$ cat config.mk
export PLATFORM = sky130hd
export DESIGN_NAME = nibser_alu
export DESIGN_NICKNAME = d
export VERILOG_FILES = /design/src/rtl/nibser_alu_pkg.sv /design/src/rtl/nibser_slice.sv /design/src/rtl/nibser_seq.sv /design/src/rtl/nibser_oper.sv /design/src/rtl/nibser_alu.sv
export SDC_FILE = /design/constraint.sdc
export NUM_CORES = 1
export LEC_CHECK = 0
export ABC_AREA = 1
export BUFFER_PORTS_ARGS = -buffer_cell sky130_fd_sc_hd__buf_2
export CAP_MARGIN = 20
export CORE_MARGIN = 4
export CORE_UTILIZATION = 55
export CTS_BUF_LIST = sky130_fd_sc_hd__clkbuf_8
export DETAILED_ROUTE_END_ITERATION = 10
export PLACE_DENSITY = 0.79
export SLEW_MARGIN = 10
export SYNTH_ARGS = -nofsm -noshare
export SYNTH_HDL_FRONTEND = slang
export SYNTH_SLANG_ARGS = --single-unit
$ cat constraint.sdc
create_clock -name clk -period 2.85 [get_ports clk]
set_input_delay 0.285 -clock clk [delete_from_list [all_inputs] [get_ports clk]]
set_output_delay 0.285 -clock clk [all_outputs]
set_load 0.005 [all_outputs]
$ cat src/rtl/nibser_alu_pkg.sv
// Shared operation encoding for the nibble-serial ALU.
// Assumes a 3-bit code; codes 6 and 7 both pass the first operand through.
package nibser_alu_pkg;
    typedef enum logic [2:0] {
        OP_ADD  = 3'd0,
        OP_ADC  = 3'd1,
        OP_SUB  = 3'd2,
        OP_SBC  = 3'd3,
        OP_NAND = 3'd4,
        OP_RRC  = 3'd5,
        OP_PASS = 3'd6,
        OP_PAS2 = 3'd7
    } alu_op_e;

    // True for the four carry-propagating codes
    function automatic logic is_arith(input logic [2:0] code);
        return code[2] == 1'b0;
    endfunction

    // True for the two codes that subtract via an inverted second operand
    function automatic logic is_sub(input logic [2:0] code);
        return (code == OP_SUB) || (code == OP_SBC);
    endfunction
endpackage

$ cat src/rtl/nibser_slice.sv
// One NIB_W-bit ALU slice, purely combinational.
// Input bus packs {b, a, carry, op}; output bus packs {data, overflow, carry}.
// Assumes the caller picks the carry-in appropriate to each step.
module nibser_slice #(
    parameter int NIB_W = 4,
    localparam int IN_W  = 2 * NIB_W + 4,
    localparam int OUT_W = NIB_W + 2
) (
    input  logic [IN_W-1:0]  in_bus,
    output logic [OUT_W-1:0] out_bus
);
    import nibser_alu_pkg::*;

    logic [NIB_W-1:0] op_a, op_b, b_eff, d;
    logic [2:0]       code;
    logic             ci, co, vo;
    logic [NIB_W:0]   sum;

    // Unpack the slice input bus
    always_comb begin
        op_b = in_bus[IN_W-1 -: NIB_W];
        op_a = in_bus[NIB_W+3 -: NIB_W];
        ci   = in_bus[3];
        code = in_bus[2:0];
    end

    // Adder path shared by the four arithmetic codes
    always_comb begin
        b_eff = is_sub(code) ? ~op_b : op_b;
        sum   = {1'b0, op_a} + {1'b0, b_eff} + {{NIB_W{1'b0}}, ci};
    end

    // Select the slice result by operation code
    always_comb begin
        d  = sum[NIB_W-1:0];
        co = sum[NIB_W];
        vo = 1'b0;
        if (is_arith(code)) begin
            vo = (op_a[NIB_W-1] == b_eff[NIB_W-1]) && (d[NIB_W-1] != op_a[NIB_W-1]);
        end else if (code == OP_NAND) begin
            d  = ~(op_a & op_b);
            co = ci;
        end else if (code == OP_RRC) begin
            d  = {ci, op_a[NIB_W-1:1]};
            co = op_a[0];
        end else begin
            d  = op_a;
            co = ci;
        end
    end

    // Pack the slice output bus
    always_comb out_bus = {d, vo, co};
endmodule

$ cat src/rtl/nibser_seq.sv
// Two half-phase sequencer. Each half-phase lasts PHASE_LEN cycles;
// the store strobe is raised in the last cycle of each half-phase.
// Assumes start is only acted on while idle.
module nibser_seq #(
    parameter int PHASE_LEN = 2,
    localparam int CNT_W = (PHASE_LEN > 1) ? $clog2(PHASE_LEN) : 1
) (
    input  logic clk,
    input  logic rst_n,
    input  logic start,
    output logic idle,
    output logic accept,
    output logic sel_hi,
    output logic store_lo,
    output logic store_hi
);
    typedef enum logic [1:0] {S_IDLE, S_LO, S_HI} seq_state_e;

    seq_state_e       state;
    logic [CNT_W-1:0] ph_cnt;
    logic             last;

    // Decode phase position and strobes
    always_comb begin
        last     = (ph_cnt == CNT_W'(PHASE_LEN - 1));
        idle     = (state == S_IDLE);
        accept   = idle && start;
        sel_hi   = (state == S_HI);
        store_lo = (state == S_LO) && last;
        store_hi = (state == S_HI) && last;
    end

    // Advance through idle, low half-phase and high half-phase
    always_ff @(posedge clk) begin
        if (!rst_n) begin
            state  <= S_IDLE;
            ph_cnt <= '0;
        end else begin
            case (state)
                S_IDLE: if (start) begin
                    state  <= S_LO;
                    ph_cnt <= '0;
                end
                S_LO: if (last) begin
                    state  <= S_HI;
                    ph_cnt <= '0;
                end else begin
                    ph_cnt <= ph_cnt + 1'b1;
                end
                S_HI: if (last) begin
                    state  <= S_IDLE;
                    ph_cnt <= '0;
                end else begin
                    ph_cnt <= ph_cnt + 1'b1;
                end
                default: state <= S_IDLE;
            endcase
        end
    end
endmodule

$ cat src/rtl/nibser_oper.sv
// Operand capture and per-step slice input formation.
// Captures operands on accept, then presents the low or high nibble pair
// with the carry-in each step needs. Assumes the kept low carry is supplied.
module nibser_oper #(
    parameter int NIB_W = 4,
    localparam int DATA_W = 2 * NIB_W,
    localparam int IN_W   = 2 * NIB_W + 4
) (
    input  logic              clk,
    input  logic              rst_n,
    input  logic              accept,
    input  logic [DATA_W-1:0] a,
    input  logic [DATA_W-1:0] b,
    input  logic              cin,
    input  logic [2:0]        op,
    input  logic              sel_hi,
    input  logic              carry_kept,
    output logic [DATA_W-1:0] a_q,
    output logic              cin_q,
    output logic [2:0]        op_q,
    output logic [IN_W-1:0]   slice_in
);
    import nibser_alu_pkg::*;

    logic [DATA_W-1:0] b_q;
    logic [NIB_W-1:0]  na, nb;
    logic              lo_ci, hi_ci, step_ci;

    // Capture operands when a request is accepted
    always_ff @(posedge clk) begin
        if (!rst_n) begin
            a_q   <= '0;
            b_q   <= '0;
            cin_q <= 1'b0;
            op_q  <= '0;
        end else if (accept) begin
            a_q   <= a;
            b_q   <= b;
            cin_q <= cin;
            op_q  <= op;
        end
    end

    // Carry-in choice for each step
    always_comb begin
        case (op_q)
            OP_ADD:  lo_ci = 1'b0;
            OP_SUB:  lo_ci = 1'b1;
            OP_RRC:  lo_ci = a_q[NIB_W];
            default: lo_ci = cin_q;
        endcase
        hi_ci   = (op_q == OP_RRC) ? cin_q : carry_kept;
        step_ci = sel_hi ? hi_ci : lo_ci;
    end

    // Nibble selection and bus packing
    always_comb begin
        na       = sel_hi ? a_q[DATA_W-1:NIB_W] : a_q[NIB_W-1:0];
        nb       = sel_hi ? b_q[DATA_W-1:NIB_W] : b_q[NIB_W-1:0];
        slice_in = {nb, na, step_ci, op_q};
    end
endmodule

$ cat src/rtl/nibser_alu.sv
// Byte ALU built from one nibble slice used in two timed half-phases.
// Keeps the low half-result and carry between steps; final flags come
// from the high step, except the rotate carry which is the kept low carry.
// Assumes synchronous active-low reset.
module nibser_alu #(
    parameter int NIB_W     = 4,
    parameter int PHASE_LEN = 2,
    localparam int DATA_W = 2 * NIB_W,
    localparam int IN_W   = 2 * NIB_W + 4,
    localparam int OUT_W  = NIB_W + 2
) (
    input  logic              clk,
    input  logic              rst_n,
    input  logic              start,
    input  logic [DATA_W-1:0] a,
    input  logic [DATA_W-1:0] b,
    input  logic              cin,
    input  logic [2:0]        op,
    output logic [DATA_W-1:0] result,
    output logic              c_flag,
    output logic              v_flag,
    output logic              done
);
    import nibser_alu_pkg::*;

    logic              idle, accept, sel_hi, store_lo, store_hi;
    logic [DATA_W-1:0] a_q;
    logic              cin_q;
    logic [2:0]        op_q;
    logic [IN_W-1:0]   slice_in;
    logic [OUT_W-1:0]  slice_out;
    logic [NIB_W-1:0]  lo_q;
    logic              carry_q;
    logic [NIB_W-1:0]  s_d;
    logic              s_v, s_c;

    nibser_seq #(.PHASE_LEN(PHASE_LEN)) u_seq (
        .clk      (clk),
        .rst_n    (rst_n),
        .start    (start),
        .idle     (idle),
        .accept   (accept),
        .sel_hi   (sel_hi),
        .store_lo (store_lo),
        .store_hi (store_hi)
    );

    nibser_oper #(.NIB_W(NIB_W)) u_oper (
        .clk        (clk),
        .rst_n      (rst_n),
        .accept     (accept),
        .a          (a),
        .b          (b),
        .cin        (cin),
        .op         (op),
        .sel_hi     (sel_hi),
        .carry_kept (carry_q),
        .a_q        (a_q),
        .cin_q      (cin_q),
        .op_q       (op_q),
        .slice_in   (slice_in)
    );

    nibser_slice #(.NIB_W(NIB_W)) u_slice (
        .in_bus  (slice_in),
        .out_bus (slice_out)
    );

    // Unpack slice outputs
    always_comb {s_d, s_v, s_c} = slice_out;

    // Keep the low half-result and carry at the end of the first half-phase
    always_ff @(posedge clk) begin
        if (!rst_n) begin
            lo_q    <= '0;
            carry_q <= 1'b0;
        end else if (store_lo) begin
            lo_q    <= s_d;
            carry_q <= s_c;
        end
    end

    // Assemble the byte result and flags at the end of the second half-phase
    always_ff @(posedge clk) begin
        if (!rst_n) begin
            result <= '0;
            c_flag <= 1'b0;
            v_flag <= 1'b0;
            done   <= 1'b0;
        end else begin
            done <= store_hi;
            if (store_hi) begin
                result <= {s_d, lo_q};
                c_flag <= (op_q == OP_RRC) ? carry_q : s_c;
                v_flag <= is_arith(op_q) ? s_v : 1'b0;
            end
        end
    end
endmodule

==> impl_metrics.toml, run 1 <==
[yosys]
synth-compound-area-share = 0.2382
synth_area_leaders = "sky130_fd_sc_hd__dfxtp_1 (40%), sky130_fd_sc_hd__o21ai_0 (12%), sky130_fd_sc_hd__nor2_1 (8.3%)"
synth-warning-count = 0
synth.cell_area_mm2 = 0.001943
synth_nets = 295
synth_top_cells_by_count = "sky130_fd_sc_hd__o21ai_0 (45), sky130_fd_sc_hd__nor2_1 (43), sky130_fd_sc_hd__dfxtp_1 (39)"
async_set_reset_flop_share_out_of_synthesis = 0
postSynthRegisterBits = 39
yosysTopAreaCellShare = 0.4018
synthXorXnorAreaFrac = 0.02704
synth_flop_cell = "sky130_fd_sc_hd__dfxtp_1"
count_of_flip_flops_with_a_built_in_enable_after_synthesis = 0
largest_family_of_logic_cells_by_synthesized_area = "compound AO/OA/AOI/OAI gates"
synth_cell_types = 29
synth-seq-area-share = 0.4018
yosysMostFrequentCell = "sky130_fd_sc_hd__o21ai_0"
yosys.area_share.simple = 0.1848
mux_cell_area_share_after_synthesis = 0
cell_type_contributing_the_most_total_cell_area_after_synthesis = "sky130_fd_sc_hd__dfxtp_1"
adder_cell_fraction_of_synth_area = 0.06568
synthCells = 263
synth_area_per_cell_um2 = 7.388

[global_routing]
grt_max_degree = 38
antenna_found_initial = 0
grt_overflow_total = 0
grt_pass1_vias = 1580
grt_pass1_wl_mm = 6.768
grt_usage = 0.1973

[layout]
post-route-cell-area_mm2 = 0.002221
area.growth.synth_to_final_pct = 14.29
finish.cell_count_without_fillers = 341
postLayoutCoreUtil = 0.6603
layout-drive-gt1-share = 0.1932
insertedDiodeCount = 0
design.final.nets = 327
nFillCells = 328

[drt]
number_of_nets_still_failing_antenna_checks_after_routing = 0
detailroute.via_count = 1752
drt_drc_violations_left = 0
dr.first_iter.drc_count = 79
drt-vias-per-instance = 5.138
avgRoutedWirePerCell_um = 11.83
finalWirelength_mm = 4.035
detailedRoute.firstPassIterationCount = 4

[worst_hold_path]
hold_depth = 3
worst_hold_startpoint = "a[3]"
worstHoldEndpoint = "u_oper.a_q[3]$_SDFFE_PN0P_"
hold_crit_class = "primary input to flip-flop"

[floorplanning]
fp-row-count = 21
die_y_um = 67.44
fp.dieW_um = 67.44
floorplan.initialDensity = 0.5778
overall_die_area_mm2 = 0.004548
design.core.area_mm2 = 0.003363
top_level_ports = 34

[placement]
gp_congestion = 0.8572
portBuffers = 33
dpl_hpwl_mm = 3.066
dp.cells = 334
detailed_place.area_mm2 = 0.002133

[power]
p_switching_w = 0.001013
total_leakage_power_nw = 1.020
p_seq_frac = 0.319
power_per_cell_area_mw_per_mm2 = 1047
power.combinational.fraction = 0.524
power_frac_clock = 0.157
power_report.internal_total_w = 0.001312
swShare = 0.4358
peakVddDrop_mv = 0.5582

[setup_path]
type_of_the_worst_setup_path = "flip-flop to flip-flop"
cp-end-kind = "flip-flop"
crit_path_max_fanout = 8
worstSetupStartpointType = "flip-flop"
timing.critical_path.required_ns = 3.03
arrival_ns = 2.78
worst_reg2reg_endpoint = "carry_q$_SDFFE_PN0P_"
r2r_start = "u_seq.state[0]$_SDFFE_PN0P_"
r2r_slack_ns = 0.25
worst-r2r-cell-count = 17

[timing]
worst-slew-pin-transition_ns = 0.5124
setup_tns_ns = 0
final_min_period_over_clock_period = 0.9125
setup_repair_after_global_routing_missed_its_margin = "no"
report.final.hold_viol_count = 0
fin_skew_ns = 0.003884
maxClockFrequency_mhz = 384.5
layout_min_cycle_time_ns = 2.601
setup_viol = 0
slew_viol_final = 0
worst_slew_margin_rel = 0.6584

[cts]
cts_htree_levels = 2
cts.reportedPaths.clkPinSlew_ns = 0.07
root_buffer_master = "sky130_fd_sc_hd__clkbuf_8"
worstSkewPairLatency_ns = 0.29
number_of_clock_sinks = 39
cts_tree = "done"
max-clock-path-buffers = 2
cts-buffers-inserted = 5

[flow_run]
max_cap_viol_count = 0

[outcome]
run_status = "finished, final reports clean"
power groups by stage:
| stage | sequential (W) | combinational, W | clock [W] |
|---|---|---|---|
| finish | 0.000742 | 0.00122 | 0.000366 |
| global route | 0.000756 | 0.00139 | 0.000396 |
| CTS | 0.000741 | 0.00121 | 0.000373 |
| detailed placement | 0.000752 | 0.00120 | 0 |
| global placement | 0.000750 | 0.00116 | 0 |
| floorplan | 0.000730 | 0.000969 | 0 |
stage by stage:
stage	setup WS, ns	hold slack, ns	total power (W)
global route	0.007681	0.2688	0.002542
finish	0.2493	0.2467	0.002325
CTS	0.1721	0.2402	0.002325
detailed placement	0.1847	0.4565	0.001956
floorplan	0.4103	0.4292	0.001698
global placement	0.2788	0.4577	0.001914
cells in the final DEF (no fill, tap or decap), drive strengths merged:
| cell type | netlist | layout |
|---|---|---|
| o21a | 1 | 1 |
| nor2 | 44 | 44 |
| buf | 5 | 36 |
| xor2 | 1 | 1 |
| dfxtp | 39 | 39 |
| o211ai | 5 | 5 |
| o21ai | 52 | 52 |
| nand2 | 32 | 32 |
| xnor2 | 5 | 5 |
| or2 | 1 | 1 |
| fa | 2 | 2 |
| a21oi | 27 | 27 |
| clkinv | 1 | 2 |
| o21bai | 1 | 1 |
| inv | 27 | 27 |
| nand3 | 7 | 7 |
| ha | 7 | 7 |
| clkbuf | 6 | 6 |
cell type report:
type	instances	area (um2)	area share
repair buffers	36	187.7	0.08451
clock inverters	1	5.005	0.002254
well taps	46	57.56	0.02592
clock buffers	6	82.58	0.03718
inverters	28	105.1	0.04732
multi-input cells	185	1002	0.4513
flip-flops and latches	39	780.7	0.3515
routing by layer:
layer	wire, um	track usage	share of wire	vias up
met1	1883	0.2521	0.47	792
met3	213	0.04992	0.053	4
li1	-	-	-	920
met5	0	0	0	-
met2	1911	0.3202	0.47	36
met4	27	0.07342	0.0067	0
worst max-delay path, cell delays in order (launching register included):
cell	delay, ns
sky130_fd_sc_hd__dfxtp_1	0.38
sky130_fd_sc_hd__inv_1	0.08
sky130_fd_sc_hd__ha_1	0.26
sky130_fd_sc_hd__buf_4	0.19
sky130_fd_sc_hd__a21oi_1	0.15
sky130_fd_sc_hd__nand3_2	0.09
sky130_fd_sc_hd__nand2_2	0.07
sky130_fd_sc_hd__inv_1	0.05
sky130_fd_sc_hd__fa_1	0.38
sky130_fd_sc_hd__inv_1	0.09
sky130_fd_sc_hd__fa_1	0.20
sky130_fd_sc_hd__nor2_1	0.06
sky130_fd_sc_hd__nor2_1	0.08
sky130_fd_sc_hd__nor2_1	0.04
sky130_fd_sc_hd__o21ai_1	0.15
sky130_fd_sc_hd__nand3_1	0.09
sky130_fd_sc_hd__o211ai_1	0.08
sky130_fd_sc_hd__inv_1	0.05
registers in the layout, summed over array words and instances (netlist names):
signal / flops
carry_q: 1
v_flag: 1
u_oper.cin_q: 1
u_oper.op_q: 3
u_oper.b_q: 8
result: 8
u_oper.a_q: 8
c_flag: 1
done: 1
u_seq.state: 2
u_seq.last: 1
lo_q: 4
what timing repair did:
action | 4_1_cts | 5_1_grt
resized for setup | 0 | 3
endpoints found under the setup margin | 0 | 3
hold buffers | 0 | 0
buffers inserted | 0 | 0
kinds of logic after synthesis:
| kind of cell | count (synthesis) |
|---|---|
| compound gates | 86 |
| xor+xnor | 6 |
| simple gates | 84 |
| fa+ha+maj | 9 |
| buf+inv | 39 |
| flops | 39 |
worst max path at each step:
stage / start / endpoint / cells past startpoint
floorplan: u_seq.state[0]$_SDFFE_PN0P_ / carry_q$_SDFFE_PN0P_ / 17
global placement: u_seq.state[0]$_SDFFE_PN0P_ / carry_q$_SDFFE_PN0P_ / 17
detailed placement: u_seq.state[0]$_SDFFE_PN0P_ / carry_q$_SDFFE_PN0P_ / 17
CTS: u_seq.state[0]$_SDFFE_PN0P_ / carry_q$_SDFFE_PN0P_ / 17
global route: u_seq.state[0]$_SDFFE_PN0P_ / carry_q$_SDFFE_PN0P_ / 17
finish: u_seq.state[0]$_SDFFE_PN0P_ / carry_q$_SDFFE_PN0P_ / 17
Power figures use the tool's default switching activity.
==> run 2, diff against run 1 <==
--- a/config.mk
+++ b/config.mk
@@ -6,12 +6,13 @@
 export NUM_CORES = 1
 export LEC_CHECK = 0
 export ABC_AREA = 1
+export ABC_CLOCK_PERIOD_IN_PS = 2850
 export BUFFER_PORTS_ARGS = -buffer_cell sky130_fd_sc_hd__buf_2
 export CAP_MARGIN = 20
-export CORE_MARGIN = 4
 export CORE_UTILIZATION = 55
 export CTS_BUF_LIST = sky130_fd_sc_hd__clkbuf_8
 export DETAILED_ROUTE_END_ITERATION = 10
+export MAX_ROUTING_LAYER = met4
 export PLACE_DENSITY = 0.79
 export SLEW_MARGIN = 10
 export SYNTH_ARGS = -nofsm -noshare
==> impl_metrics.toml, run 2 (synthesis gave the netlist of run 1 again) <==
[timing]
report.final.hold_viol_count = 0
setup_tns_ns = 0
slew_viol_final = 0
worst-slew-pin-transition_ns = 0.5149
final_min_period_over_clock_period = 0.9094
setup_viol = 0
fin_skew_ns = 0.007521
setup_repair_after_global_routing_missed_its_margin = "no"
layout_min_cycle_time_ns = 2.592
worst_slew_margin_rel = 0.6568
maxClockFrequency_mhz = 385.8

[cts]
cts_tree = "done"
cts-buffers-inserted = 5
worstSkewPairLatency_ns = 0.29
cts_htree_levels = 2
number_of_clock_sinks = 39
cts.reportedPaths.clkPinSlew_ns = 0.07
cts_hold_repair_buffers = 0
root_buffer_master = "sky130_fd_sc_hd__clkbuf_8"
max-clock-path-buffers = 2

[floorplanning]
fp-row-count = 21
overall_die_area_mm2 = 0.003775
die_y_um = 61.44
fp.dieW_um = 61.44
floorplan.initialDensity = 0.5778
top_level_ports = 34
design.core.area_mm2 = 0.003363

[layout]
finish.cell_count_without_fillers = 341
area.growth.synth_to_final_pct = 14.36
largestRegisters = "result (8), u_oper.a_q (8), u_oper.b_q (8)"
final_common_cell = "sky130_fd_sc_hd__o21ai_0"
insertedDiodeCount = 0
most_frequent_cells_in_the_layout = "sky130_fd_sc_hd__o21ai_0 (44), sky130_fd_sc_hd__nor2_1 (43), sky130_fd_sc_hd__dfxtp_1 (38)"
design.final.nets = 327
layout-drive-gt1-share = 0.1966

[power]
peakVddDrop_mv = 0.6397
power_per_cell_area_mw_per_mm2 = 1041
power_frac_clock = 0.162
swShare = 0.4328
power.combinational.fraction = 0.518
p_switching_w = 0.001001
total_leakage_power_nw = 1.020
p_seq_frac = 0.320
power_report.internal_total_w = 0.001312

[setup_path]
timing.critical_path.required_ns = 3.04
type_of_the_worst_setup_path = "flip-flop to flip-flop"
worstSetupStartpointType = "flip-flop"
worst-r2r-cell-count = 17
crit_path_max_fanout = 8
cp-end-kind = "flip-flop"
r2r_slack_ns = 0.26
worst_reg2reg_endpoint = "carry_q$_SDFFE_PN0P_"
arrival_ns = 2.78
r2r_start = "u_seq.state[0]$_SDFFE_PN0P_"

[global_routing]
grt_overflow_total = 0
grt_max_degree = 38
grt_usage = 0.2484
antenna_found_initial = 0
grt_pass1_vias = 1471
grt_pass1_wl_mm = 6.555

[placement]
dpl_hpwl_mm = 2.910
dp.cells = 334
portBuffers = 33
gp_congestion = 0.9100

[drt]
drt-vias-per-instance = 5.053
drt_drc_violations_left = 0
detailroute.via_count = 1723
dr.first_iter.drc_count = 41
number_of_nets_still_failing_antenna_checks_after_routing = 0
finalWirelength_mm = 3.931
detailedRoute.firstPassIterationCount = 4
avgRoutedWirePerCell_um = 11.53

[flow_run]
max_cap_viol_count = 0

[worst_hold_path]
worstHoldEndpoint = "u_oper.cin_q$_SDFFE_PN0P_"
hold_depth = 3
hold_crit_class = "primary input to flip-flop"
worst_hold_startpoint = "cin"

[outcome]
run_status = "finished, final reports clean"
[run 2: changes by cell type in the layout (fill, tap and decap cells not counted)]
cell	delta
sky130_fd_sc_hd__o21ai_0	+2
sky130_fd_sc_hd__o21ai_1	-2
sky130_fd_sc_hd__dfxtp_1	-1
sky130_fd_sc_hd__dfxtp_2	+1
[run 2: what timing repair did]
action	CTS	global route
gates resized for setup	0	2
setup buffers	0	0
endpoints found under the setup margin	0	2
[run 2: critical path, stage by stage (launching register included)]
cell,delay [ns]
sky130_fd_sc_hd__dfxtp_2,0.36
sky130_fd_sc_hd__inv_1,0.06
sky130_fd_sc_hd__ha_1,0.25
sky130_fd_sc_hd__buf_4,0.19
sky130_fd_sc_hd__a21oi_1,0.16
sky130_fd_sc_hd__nand3_2,0.10
sky130_fd_sc_hd__nand2_2,0.08
sky130_fd_sc_hd__inv_1,0.05
sky130_fd_sc_hd__fa_1,0.38
sky130_fd_sc_hd__inv_1,0.08
sky130_fd_sc_hd__fa_1,0.20
sky130_fd_sc_hd__nor2_1,0.06
sky130_fd_sc_hd__nor2_1,0.08
sky130_fd_sc_hd__nor2_1,0.04
sky130_fd_sc_hd__o21ai_1,0.15
sky130_fd_sc_hd__nand3_1,0.10
sky130_fd_sc_hd__o211ai_1,0.08
sky130_fd_sc_hd__inv_1,0.06
[run 2: per-stage QoR]
stage	util	cell area [um2]	total power [W]	worst slack, ns	hold WS [ns]
6_report	0.6607	2222	0.002313	0.2581	0.2342
2_1_floorplan	-	1943	0.001698	0.4103	0.4292
3_5_place_dp	0.6343	2133	0.001946	0.1633	0.4594
4_1_cts	0.6603	2221	0.002317	0.1355	0.2337
3_3_place_gp	0.6343	2133	0.001915	0.2766	0.4564
5_1_grt	0.6607	2222	0.002557	0.04768	0.2397
[run 2: how the worst max path moves through the flow]
stage / slack [ns] / end / depth (start not counted) / from
final: 0.26 / carry_q$_SDFFE_PN0P_ / 17 / u_seq.state[0]$_SDFFE_PN0P_
after global placement: 0.28 / carry_q$_SDFFE_PN0P_ / 17 / u_seq.state[0]$_SDFFE_PN0P_
after CTS: 0.14 / carry_q$_SDFFE_PN0P_ / 17 / u_seq.state[0]$_SDFFE_PN0P_
after detailed placement: 0.16 / carry_q$_SDFFE_PN0P_ / 17 / u_seq.state[0]$_SDFFE_PN0P_
after floorplan: 0.41 / carry_q$_SDFFE_PN0P_ / 17 / u_seq.state[0]$_SDFFE_PN0P_
after global routing: 0.05 / carry_q$_SDFFE_PN0P_ / 15 / u_seq.state[0]$_SDFFE_PN0P_
[run 2: metal layers]
metal,wire length [um],global-route usage,vias to the layer above
li1,-,-,924
met1,1938,0.3200,758
met2,1760,0.3742,34
met3,163,0.05672,7
met4,68,0.1048,0
met5,0,-,-
[run 2: final cells by class]
cell class | instances | area, um2
fill | 319 | 1141
multi-input combinational | 185 | 1002
sequential | 39 | 782.0
timing repair buffer | 36 | 187.7
inverter | 28 | 105.1
clock buffer | 6 | 82.58
tap | 46 | 57.56
clock inverter | 1 | 5.005
[run 2: power by group through the flow]
| stage | Clock, W | Sequential [W] | Combinational (W) |
|---|---|---|---|
| finish | 0.000374 | 0.000740 | 0.00120 |
| floorplan | 0 | 0.000730 | 0.000969 |
| global route | 0.000404 | 0.000757 | 0.00140 |
| detailed placement | 0 | 0.000750 | 0.00120 |
| global placement | 0 | 0.000746 | 0.00117 |
| CTS | 0.000377 | 0.000740 | 0.00120 |
==> run 3, diff against run 2 <==
--- a/config.mk
+++ b/config.mk
@@ -9,12 +9,12 @@
 export ABC_CLOCK_PERIOD_IN_PS = 2850
 export BUFFER_PORTS_ARGS = -buffer_cell sky130_fd_sc_hd__buf_2
 export CAP_MARGIN = 20
-export CORE_UTILIZATION = 55
+export CORE_UTILIZATION = 39
 export CTS_BUF_LIST = sky130_fd_sc_hd__clkbuf_8
 export DETAILED_ROUTE_END_ITERATION = 10
 export MAX_ROUTING_LAYER = met4
-export PLACE_DENSITY = 0.79
 export SLEW_MARGIN = 10
 export SYNTH_ARGS = -nofsm -noshare
 export SYNTH_HDL_FRONTEND = slang
+export SYNTH_HIERARCHICAL = 1
 export SYNTH_SLANG_ARGS = --single-unit
==> impl_metrics.toml, run 3 <==
[outcome]
run_status = "finished, final reports clean"

[setup_path]
worst_path_most_repeated_cell = "sky130_fd_sc_hd__nand2_1"
crit_path_max_fanout = 6
crit_family = "adder cells"
critical-path-slowest-cell = "sky130_fd_sc_hd__fa_1"
timing.critical_path.slowest_cell_delay_ns = 0.44
cp-end-kind = "flip-flop"
type_of_the_worst_setup_path = "flip-flop to flip-flop"
cp.buffers_inverters = 4
crit_chain = "inv_2 > ha_4 > inv_1 > nand2_1 > nand2_1 > inv_1 > fa_1 > fa_1 > o21ai_0 > nand2_1 > o21ai_1 > inv_1 > nand2_1 > nand3_2 > a21oi_2"
arrival_ns = 2.81
timing.critical_path.required_ns = 3.09
worstSetupStartpointType = "flip-flop"

[flow_run]
max_cap_viol_count = 0

[timing]
fin_skew_ns = 0.009113
setup_repair_after_global_routing_missed_its_margin = "no"
worst-slew-pin-transition_ns = 0.5559
final_critical_path_setup_slack_ns = 0.2789
setup_tns_ns = 0
layout_min_cycle_time_ns = 2.571
report.final.hold_viol_count = 0
final_min_period_over_clock_period = 0.9021
slew_viol_final = 0
worst_slew_margin_rel = 0.6294
maxClockFrequency_mhz = 388.9
setup_viol = 0

[worst_hold_path]
hold_crit_class = "primary input to flip-flop"

[yosys]
adder_cell_fraction_of_synth_area = 0.07634
synth-compound-area-share = 0.1336
synth_cell_types = 27
mux_cell_area_share_after_synthesis = 0
synthXorXnorAreaFrac = 0.01966
synth_top_cells_by_count = "sky130_fd_sc_hd__nand2_1 (68), sky130_fd_sc_hd__nor2_1 (68), sky130_fd_sc_hd__dfxtp_1 (39)"
synth_area_per_cell_um2 = 6.824
synth.cell_area_mm2 = 0.002163
yosys.area_share.simple = 0.3008
cell_type_contributing_the_most_total_cell_area_after_synthesis = "sky130_fd_sc_hd__dfxtp_1"
synthCells = 317
postSynthRegisterBits = 39
synth_flop_cell = "sky130_fd_sc_hd__dfxtp_1"
count_of_flip_flops_with_a_built_in_enable_after_synthesis = 0
synth-warning-count = 6
yosysTopAreaCellShare = 0.3609
synth_area_leaders = "sky130_fd_sc_hd__dfxtp_1 (36%), sky130_fd_sc_hd__nand2_1 (12%), sky130_fd_sc_hd__nor2_1 (12%)"
synth-seq-area-share = 0.3609
async_set_reset_flop_share_out_of_synthesis = 0
synth_nets = 352
largest_family_of_logic_cells_by_synthesized_area = "simple AND/OR/NAND/NOR gates"

[global_routing]
grt_pass1_wl_mm = 8.211
grt_overflow_total = 0
antenna_found_initial = 0
grt_max_degree = 39
grt_pass1_vias = 1876
grt_usage = 0.1787

[layout]
most_frequent_cells_in_the_layout = "sky130_fd_sc_hd__nor2_1 (68), sky130_fd_sc_hd__nand2_1 (68), sky130_fd_sc_hd__dfxtp_1 (36)"
post-route-cell-area_mm2 = 0.002491
layout-drive-gt1-share = 0.1914
finish.cell_count_without_fillers = 420
design.final.nets = 384
area.growth.synth_to_final_pct = 15.15
insertedDiodeCount = 0
largestRegisters = "result (8), u_oper/a_q (8), u_oper/b_q (8)"

[cts]
cts-buffers-inserted = 5
worstSkewPairLatency_ns = 0.29
number_of_clock_sinks = 39
cts.reportedPaths.clkPinSlew_ns = 0.08
cts_htree_levels = 2
max-clock-path-buffers = 2
cts_tree = "done"
root_buffer_master = "sky130_fd_sc_hd__clkbuf_8"

[placement]
gp_congestion = 0.9044
dpl_hpwl_mm = 3.377
detailed_place.area_mm2 = 0.002354
detailedPlace.worstSlack_ns = 0.09927
portBuffers = 33
dp.cells = 412

[drt]
avgRoutedWirePerCell_um = 11.30
drt_drc_violations_left = 0
detailroute.via_count = 1966
number_of_nets_still_failing_antenna_checks_after_routing = 0
finalWirelength_mm = 4.745
dr.first_iter.drc_count = 78
drt-vias-per-instance = 4.681
detailedRoute.firstPassIterationCount = 4

[power]
post_layout_total_power_w = 0.002365
power_per_cell_area_mw_per_mm2 = 949.5
peakVddDrop_mv = 0.4396
total_leakage_power_nw = 1.252

[floorplanning]
floorplan.initialDensity = 0.4130
fp-row-count = 26
design.core.area_mm2 = 0.005238
fp.dieW_um = 76.48
top_level_ports = 34
overall_die_area_mm2 = 0.005849
die_y_um = 76.48
run 3: cell count changes after synthesis, sizes merged, moves of 4 or more:
cell / before / now
a21oi: 27 / 15
buf: 5 / 13
clkbuf: 6 / 2
inv: 27 / 32
nand2: 32 / 70
nand3: 7 / 17
nor2: 44 / 69
o211ai: 5 / 0
o21ai: 52 / 39
run 3: layout make-up:
class / count / area [um2]
Fill cell: 554 / 2746
Multi-Input combinational cell: 231 / 1160
Sequential cell: 39 / 784.5
Timing Repair Buffer: 40 / 217.7
Inverter: 32 / 120.1
Tap cell: 70 / 87.58
Clock buffer: 6 / 82.58
Clock inverter: 2 / 38.79
run 3: logic make-up after synthesis:
logic type / after synthesis
buffers and inverters: 47
AOI/OAI and AO/OA: 55
adders and majority gates: 12
DFF: 39
xor gates and xnor gates: 4
and+or+nand+nor: 160
run 3: layer usage:
layer  share of wire  global-route usage
met5               0                   -
met1            0.50              0.2205
met2            0.45              0.2901
met4           0.010             0.05577
met3           0.034             0.03952
run 3: final timing paths:
kind                               startpoint                         end  slack, ns  cells after the start
setup / recovery  u_seq/state[0]$_SDFFE_PN0P_         c_flag$_SDFFE_PN0P_       0.28                     15
setup reg to reg  u_seq/state[0]$_SDFFE_PN0P_         c_flag$_SDFFE_PN0P_       0.28                     15
hold / removal                           a[2]  u_oper/a_q[2]$_SDFFE_PN0P_       0.21                      3
hold reg to reg    u_oper/b_q[1]$_SDFFE_PN0P_  u_oper/b_q[1]$_SDFFE_PN0P_       0.48                      2
run 3: report_power, final:
| group | switching, W | internal (W) |
|---|---|---|
| Clock | 0.000211 | 0.000288 |
| Sequential | 0.0000845 | 0.000669 |
| Combinational | 0.000699 | 0.000414 |
| Total | 0.000994 | 0.00137 |
run 3: what timing repair did:
action,in CTS,in global routing
endpoints found under the setup margin,0,5
hold buffers,0,0
buffers inserted,0,0
gates resized for setup,0,7
run 3: tightest hold or removal path: stages:
cell and delay, ns:
sky130_fd_sc_hd__buf_2 0.07, sky130_fd_sc_hd__nor2_1 0.03, sky130_fd_sc_hd__nor2_1 0.08
run 3: metrics by stage:
step | utilization | hold slack [ns]
after floorplan | - | 0.4054
after global placement | 0.4494 | 0.4591
after detailed placement | 0.4494 | 0.4601
after CTS | 0.4725 | 0.1992
after global routing | 0.4756 | 0.2019
final | 0.4756 | 0.2069
